**config.mk**
```make
export PLATFORM = sky130hd
export DESIGN_NAME = fb_copy_engine
export DESIGN_NICKNAME = d
export VERILOG_FILES = /design/src/rtl/fbc_pkg.sv /design/src/rtl/fbc_cfg_unpack.sv /design/src/rtl/fbc_walker.sv /design/src/rtl/fbc_addr_gen.sv /design/src/rtl/fbc_clear_gen.sv /design/src/rtl/fb_copy_engine.sv
export SDC_FILE = /design/constraint.sdc
export NUM_CORES = 1
export LEC_CHECK = 0
export BUFFER_PORTS_ARGS = -buffer_cell sky130_fd_sc_hd__buf_4
export CAP_MARGIN = 15
export CORE_MARGIN = 4
export CORE_UTILIZATION = 35
export CTS_CLUSTER_DIAMETER = 40
export DETAILED_ROUTE_END_ITERATION = 6
export GPL_TIMING_DRIVEN = 0
export SLEW_MARGIN = 30
export SYNTH_ARGS = -nofsm -noshare
export SYNTH_HDL_FRONTEND = slang
export SYNTH_HIERARCHICAL = 1
export SYNTH_SLANG_ARGS = --single-unit
```
**constraint.sdc**
```tcl
create_clock -name clk_i -period 6.3 [get_ports clk_i]
set_clock_uncertainty 0.05 [all_clocks]
set_input_delay 0.63 -clock clk_i [delete_from_list [all_inputs] [get_ports clk_i]]
set_output_delay 0.63 -clock clk_i [all_outputs]
set_load 0.01 [all_outputs]
```
**src/rtl/fbc_pkg.sv**
```systemverilog
package fbc_pkg;
  parameter int unsigned REG_W      = 24;
  parameter int unsigned COORD_W    = 10;
  parameter int unsigned STRIDE_W   = 10;
  parameter int unsigned ADDR_W     = 32;
  parameter int unsigned ADDR_SHIFT = 5;
  parameter int unsigned PX_BYTES   = 4;
  parameter int unsigned CH_W       = 8;
  parameter int unsigned N_CH       = 4;
  parameter int unsigned DEPTH_W    = 24;
  parameter int unsigned PX_W       = 32;

  localparam int unsigned PX_SHIFT = $clog2(PX_BYTES);
  localparam int unsigned COLOR_W  = N_CH * CH_W;

  typedef struct packed {
    logic [COORD_W-1:0] org_x;
    logic [COORD_W-1:0] org_y;
    logic [COORD_W-1:0] last_col;
    logic [COORD_W-1:0] last_row;
    logic [ADDR_W-1:0]  base_addr;
    logic [ADDR_W-1:0]  row_step;
    logic               clr_en;
    logic [COLOR_W-1:0] clr_color;
    logic [DEPTH_W-1:0] clr_depth;
  } copy_cfg_t;
endpackage

```
**src/rtl/fbc_cfg_unpack.sv**
```systemverilog
module fbc_cfg_unpack
  import fbc_pkg::*;
(
  input  logic [REG_W-1:0] box_origin_i,
  input  logic [REG_W-1:0] box_size_i,
  input  logic [REG_W-1:0] dst_base_i,
  input  logic [REG_W-1:0] dst_stride_i,
  input  logic             clr_en_i,
  input  logic [REG_W-1:0] clr_ar_i,
  input  logic [REG_W-1:0] clr_gb_i,
  input  logic [REG_W-1:0] clr_depth_i,
  output copy_cfg_t        cfg_o
);
  // channel order on the output word: alpha, red, green, blue (msb first)
  logic [CH_W-1:0] chan [N_CH];

  assign chan[0] = clr_gb_i[CH_W-1:0];       // blue
  assign chan[1] = clr_gb_i[2*CH_W-1:CH_W];  // green
  assign chan[2] = clr_ar_i[CH_W-1:0];       // red
  assign chan[3] = clr_ar_i[2*CH_W-1:CH_W];  // alpha

  logic [COLOR_W-1:0] color;
  for (genvar c = 0; c < N_CH; c++) begin : g_pack
    assign color[c*CH_W +: CH_W] = chan[c];
  end

  always_comb begin
    cfg_o.org_x     = box_origin_i[COORD_W-1:0];
    cfg_o.org_y     = box_origin_i[2*COORD_W-1:COORD_W];
    cfg_o.last_col  = box_size_i[COORD_W-1:0];
    cfg_o.last_row  = box_size_i[2*COORD_W-1:COORD_W];
    cfg_o.base_addr = ADDR_W'(dst_base_i) << ADDR_SHIFT;
    cfg_o.row_step  = ADDR_W'(dst_stride_i[STRIDE_W-1:0]) << ADDR_SHIFT;
    cfg_o.clr_en    = clr_en_i;
    cfg_o.clr_color = color;
    cfg_o.clr_depth = clr_depth_i[DEPTH_W-1:0];
  end
endmodule

```
**src/rtl/fbc_walker.sv**
```systemverilog
module fbc_walker
  import fbc_pkg::*;
(
  input  logic               clk_i,
  input  logic               rst_ni,
  input  logic               start_i,
  input  logic               stall_i,
  input  copy_cfg_t          cfg_i,
  output copy_cfg_t          cfg_o,
  output logic [COORD_W-1:0] col_o,
  output logic [COORD_W-1:0] row_o,
  output logic               accept_o,
  output logic               issue_o,
  output logic               row_adv_o,
  output logic               busy_o,
  output logic               done_o
);
  copy_cfg_t          cfg_q;
  logic [COORD_W-1:0] col_q, row_q;
  logic               busy_q, done_q;
  logic               at_eol, at_eof;

  assign accept_o  = start_i & ~busy_q;
  assign issue_o   = busy_q & ~stall_i;
  assign at_eol    = (col_q == cfg_q.last_col);
  assign at_eof    = at_eol & (row_q == cfg_q.last_row);
  assign row_adv_o = issue_o & at_eol & ~at_eof;

  always_ff @(posedge clk_i or negedge rst_ni) begin
    if (!rst_ni) begin
      cfg_q  <= '0;
      col_q  <= '0;
      row_q  <= '0;
      busy_q <= 1'b0;
      done_q <= 1'b0;
    end else if (accept_o) begin
      cfg_q  <= cfg_i;
      col_q  <= '0;
      row_q  <= '0;
      busy_q <= 1'b1;
      done_q <= 1'b0;
    end else if (issue_o) begin
      if (at_eol) begin
        col_q <= '0;
        if (at_eof) begin
          busy_q <= 1'b0;
          done_q <= 1'b1;
        end else begin
          row_q <= row_q + 1'b1;
        end
      end else begin
        col_q <= col_q + 1'b1;
      end
    end
  end

  assign cfg_o  = cfg_q;
  assign col_o  = col_q;
  assign row_o  = row_q;
  assign busy_o = busy_q;
  assign done_o = done_q;
endmodule

```
**src/rtl/fbc_addr_gen.sv**
```systemverilog
module fbc_addr_gen
  import fbc_pkg::*;
(
  input  logic               clk_i,
  input  logic               rst_ni,
  input  logic               accept_i,
  input  logic               row_adv_i,
  input  logic [ADDR_W-1:0]  start_base_i,
  input  copy_cfg_t          cfg_i,
  input  logic [COORD_W-1:0] col_i,
  input  logic [COORD_W-1:0] row_i,
  output logic [COORD_W-1:0] x_o,
  output logic [COORD_W-1:0] y_o,
  output logic [ADDR_W-1:0]  dst_addr_o
);
  // row base accumulates stride so no multiplier sits on the address path
  logic [ADDR_W-1:0] row_base_q;

  always_ff @(posedge clk_i or negedge rst_ni) begin
    if (!rst_ni)        row_base_q <= '0;
    else if (accept_i)  row_base_q <= start_base_i;
    else if (row_adv_i) row_base_q <= row_base_q + cfg_i.row_step;
  end

  assign x_o        = cfg_i.org_x + col_i;
  assign y_o        = cfg_i.org_y + row_i;
  assign dst_addr_o = row_base_q + (ADDR_W'(col_i) << PX_SHIFT);
endmodule

```
**src/rtl/fbc_clear_gen.sv**
```systemverilog
module fbc_clear_gen
  import fbc_pkg::*;
(
  input  logic               issue_i,
  input  copy_cfg_t          cfg_i,
  input  logic [COORD_W-1:0] x_i,
  input  logic [COORD_W-1:0] y_i,
  output logic               clr_wr_o,
  output logic [COORD_W-1:0] clr_x_o,
  output logic [COORD_W-1:0] clr_y_o,
  output logic [COLOR_W-1:0] clr_color_o,
  output logic [DEPTH_W-1:0] clr_depth_o
);
  assign clr_wr_o    = issue_i & cfg_i.clr_en;
  assign clr_x_o     = x_i;
  assign clr_y_o     = y_i;
  assign clr_color_o = cfg_i.clr_color;
  assign clr_depth_o = cfg_i.clr_depth;
endmodule

```
**src/rtl/fb_copy_engine.sv**
```systemverilog
module fb_copy_engine
  import fbc_pkg::*;
(
  input  logic                     clk_i,
  input  logic                     rst_ni,
  input  logic                     start_i,
  input  logic                     stall_i,
  input  logic [REG_W-1:0]         box_origin_i,
  input  logic [REG_W-1:0]         box_size_i,
  input  logic [REG_W-1:0]         dst_base_i,
  input  logic [REG_W-1:0]         dst_stride_i,
  input  logic                     clr_en_i,
  input  logic [REG_W-1:0]         clr_ar_i,
  input  logic [REG_W-1:0]         clr_gb_i,
  input  logic [REG_W-1:0]         clr_depth_i,
  input  logic [PX_W-1:0]          src_data_i,
  output logic                     src_rd_o,
  output logic [COORD_W-1:0]       src_x_o,
  output logic [COORD_W-1:0]       src_y_o,
  output logic                     dst_wr_o,
  output logic [ADDR_W-1:0]        dst_addr_o,
  output logic [PX_W-1:0]          dst_data_o,
  output logic                     clr_wr_o,
  output logic [COORD_W-1:0]       clr_x_o,
  output logic [COORD_W-1:0]       clr_y_o,
  output logic [COLOR_W-1:0]       clr_color_o,
  output logic [DEPTH_W-1:0]       clr_depth_o,
  output logic                     busy_o,
  output logic                     done_o
);
  copy_cfg_t          cfg_raw, cfg_run;
  logic [COORD_W-1:0] col, row, px_x, px_y;
  logic               accept, issue, row_adv;

  fbc_cfg_unpack u_unpack (
    .box_origin_i (box_origin_i),
    .box_size_i   (box_size_i),
    .dst_base_i   (dst_base_i),
    .dst_stride_i (dst_stride_i),
    .clr_en_i     (clr_en_i),
    .clr_ar_i     (clr_ar_i),
    .clr_gb_i     (clr_gb_i),
    .clr_depth_i  (clr_depth_i),
    .cfg_o        (cfg_raw)
  );

  fbc_walker u_walker (
    .clk_i     (clk_i),
    .rst_ni    (rst_ni),
    .start_i   (start_i),
    .stall_i   (stall_i),
    .cfg_i     (cfg_raw),
    .cfg_o     (cfg_run),
    .col_o     (col),
    .row_o     (row),
    .accept_o  (accept),
    .issue_o   (issue),
    .row_adv_o (row_adv),
    .busy_o    (busy_o),
    .done_o    (done_o)
  );

  fbc_addr_gen u_addr (
    .clk_i        (clk_i),
    .rst_ni       (rst_ni),
    .accept_i     (accept),
    .row_adv_i    (row_adv),
    .start_base_i (cfg_raw.base_addr),
    .cfg_i        (cfg_run),
    .col_i        (col),
    .row_i        (row),
    .x_o          (px_x),
    .y_o          (px_y),
    .dst_addr_o   (dst_addr_o)
  );

  fbc_clear_gen u_clear (
    .issue_i     (issue),
    .cfg_i       (cfg_run),
    .x_i         (px_x),
    .y_i         (px_y),
    .clr_wr_o    (clr_wr_o),
    .clr_x_o     (clr_x_o),
    .clr_y_o     (clr_y_o),
    .clr_color_o (clr_color_o),
    .clr_depth_o (clr_depth_o)
  );

  assign src_rd_o   = issue;
  assign src_x_o    = px_x;
  assign src_y_o    = px_y;
  assign dst_wr_o   = issue;
  assign dst_data_o = src_data_i;
endmodule

```
==> flow_metrics.tcl <==
set metrics [dict create \
    status "complete, no violations" \
    power.leakage_nw 8.13 \
    clk_latency_ns 0.45 \
    syn-instance-count 1523 \
    cts_resized 0 \
    grt-ovfl-total 0 \
    net-switching-power_mw 2.65 \
    netlist_area_mm2 0.0128 \
    cts_buffer_depth 2 \
    end_kind "output port" \
    antenna_cells 0 \
    core_mm2 0.0359 \
    worstMarginPinSlew_ns 0.837 \
    fp.dieW_um 200 \
    grt_use_total 0.173 \
    die_height_um 200 \
    rows 69 \
    combPwrFrac 0.530 \
    cts_sinks 183 \
    hp-class "in -> reg" \
    cp.required_ns 5.62 \
    avgSynthCellArea_um2 8.43 \
    crit_chain "ha_1 -> inv_1 -> fa_1 -> nor2b_1 -> o21ai_1 -> a21boi_0 -> o21ai_1 -> a21oi_1 -> o31ai_1 -> a21oi_2 -> and4_1 -> xor2_1 -> buf_4" \
    hpwl_um 27100 \
    cts_tree "built" \
    ant_nets 0 \
    numCtsBuffers 17 \
    wl_per_cell_um 15.7 \
    power_density_mw_per_mm2 433 \
    synth_warnings 6 \
    intPower_mw 4.08 \
    setup_tns_ns 0 \
    startpoint_type "register" \
    path_max_fanout 8 \
    num_vias 10200 \
    routed_wl_um 34700 \
    cap_violations 0 \
    power.share.switching 0.394 \
    drt_iter0_drc 596 \
    htreeDepth 4 \
    dieArea_mm2 0.0398 \
    finalMaxSlewViolations 0 \
    slowest_stage "dfrtp_1" \
    max_freq_mhz 226 \
    io_buffers 168 \
    drc 0 \
    syn2layout_area_growth_pct 20.8 \
    fillers 3638 \
    start_util 0.358 \
    seqPwrFrac 0.290 \
    fin_crit_sh 0.701 \
    crit_top_cell "o21ai_1" \
    ios 370 \
    clkTransAtPathRegs_ns 0.07 \
    critPathMaxStageDelay_ns 0.54 \
    worstPathArrival_ns 3.74 \
    path_class "reg -> out" \
    power.share.clock 0.180 \
    gp_congestion 0.881 \
    layout.nets 2012 \
    antenna_found_initial 0 \
    grt_pass1_wl_um 54800 \
    fin_crit_ns 4.42 \
    cts_root_buf "clkbuf_16" \
    slew_headroom 0.442 \
    rsz0062_at_grt "no" \
    grt_max_degree 80 \
    dr.pass1.iters 5 \
    via_per_inst 4.61 \
    hold_slack_ns 0.321 \
    first_global_vias 10400 \
    finalHoldViolCount 0 \
    setup_viol 0 \
    totalPowerFinal_mw 6.72 \
    drive_above_1_share 0.295 \
    peakVddDrop_v 0.000243 \
]
## critical path: cells and delay by family (launching register included)
kind                       cells  cell delay, ns
AOI/OAI and AO/OA              6            1.34
adders and majority gates      2            0.63
DFF                            1            0.54
and+or+nand+nor                2            0.41
buffers and inverters          2            0.20
xor gates and xnor gates       1            0.17
## metrics by stage
stage / setup slack (ns) / instances / area (um^2) / util
finish: 1.88 / 2216 / 15500 / 0.432
global route: 1.56 / 2216 / 15500 / 0.432
CTS: 1.76 / 2216 / 15500 / 0.432
detailed placement: 2.26 / 2183 / 14900 / 0.413
global placement: 2.32 / 2181 / 14800 / 0.412
floorplan: 3.09 / 1552 / 12900 / -
## area by class of cell
cell class | instances | area [um^2] | area share
Multi-Input combinational cell | 1011 | 5960 | 0.384
Sequential cell | 183 | 4580 | 0.295
Buffer | 325 | 2280 | 0.147
Timing Repair Buffer | 171 | 1330 | 0.0860
Tap cell | 461 | 577 | 0.0372
Clock buffer | 17 | 425 | 0.0274
Clock inverter | 15 | 226 | 0.0146
Inverter | 33 | 124 | 0.00799
## timing repair
item                                   in CTS  in global routing
endpoints found under the hold margin      30                  0
hold buffers                                1                  0
setup buffers                               0                  0
## path summary, 6_finish.rpt
path	endpoint	start	slack [ns]	cells after the start
max in group asynchronous	u_walker/cfg_o[144]$_DFFE_PN0P_	rst_ni	4.56	4
max	dst_addr_o[18]	u_walker/col_o[0]$_DFFE_PN0P_	1.88	13
min in group asynchronous	u_walker/cfg_o[42]$_DFFE_PN0P_	rst_ni	0.57	2
min reg2reg	u_walker/cfg_o[15]$_DFFE_PN0P_	u_walker/cfg_o[15]$_DFFE_PN0P_	0.43	2
max reg2reg	u_addr/row_base_q[9]$_DFFE_PN0P_	u_walker/col_o[2]$_DFFE_PN0P_	2.75	10
min	u_walker/cfg_o[70]$_DFFE_PN0P_	dst_stride_i[8]	0.32	3
## cell usage in the layout, fill, tap and decap left out, types with 23 or more instances in the layout
cell      instances
a21o_1           23
a21oi_1          58
buf_4           443
clkbuf_1         39
conb_1           30
dfrtp_1         183
ha_1             61
inv_1            32
nand2_1         445
nor2_1           37
o21ai_0          42
xnor2_1          56
xor2_1           39
## per-layer routing
metal / wire, um / vias to the layer above / global-route usage
li1: - / 5130 / -
met1: 14800 / 4764 / 0.218
met2: 16500 / 301 / 0.288
met3: 3050 / 14 / 0.0642
met4: 377 / 0 / 0.0345
met5: 0 / - / 0
## registers in the layout, indices dropped and copies added, names as in the netlist
| name | cells |
|---|---|
| u_walker/done_o | 1 |
| u_walker/row_o | 10 |
| u_walker/cfg_o | 129 |
| u_walker/col_o | 10 |
| u_walker/busy_o | 1 |
| u_addr/row_base_q | 32 |
## power groups by stage
| stage | Clock, mW | Combinational [mW] | Sequential, mW |
|---|---|---|---|
| 2_1_floorplan | 0 | 2.46 | 1.84 |
| 3_3_place_gp | 0 | 3.52 | 1.96 |
| 3_5_place_dp | 0 | 3.58 | 1.97 |
| 4_1_cts | 1.25 | 3.60 | 1.95 |
| 5_1_grt | 1.29 | 3.98 | 2.01 |
| 6_report | 1.21 | 3.56 | 1.95 |
No activity file was read; power rests on OpenSTA's default activity.
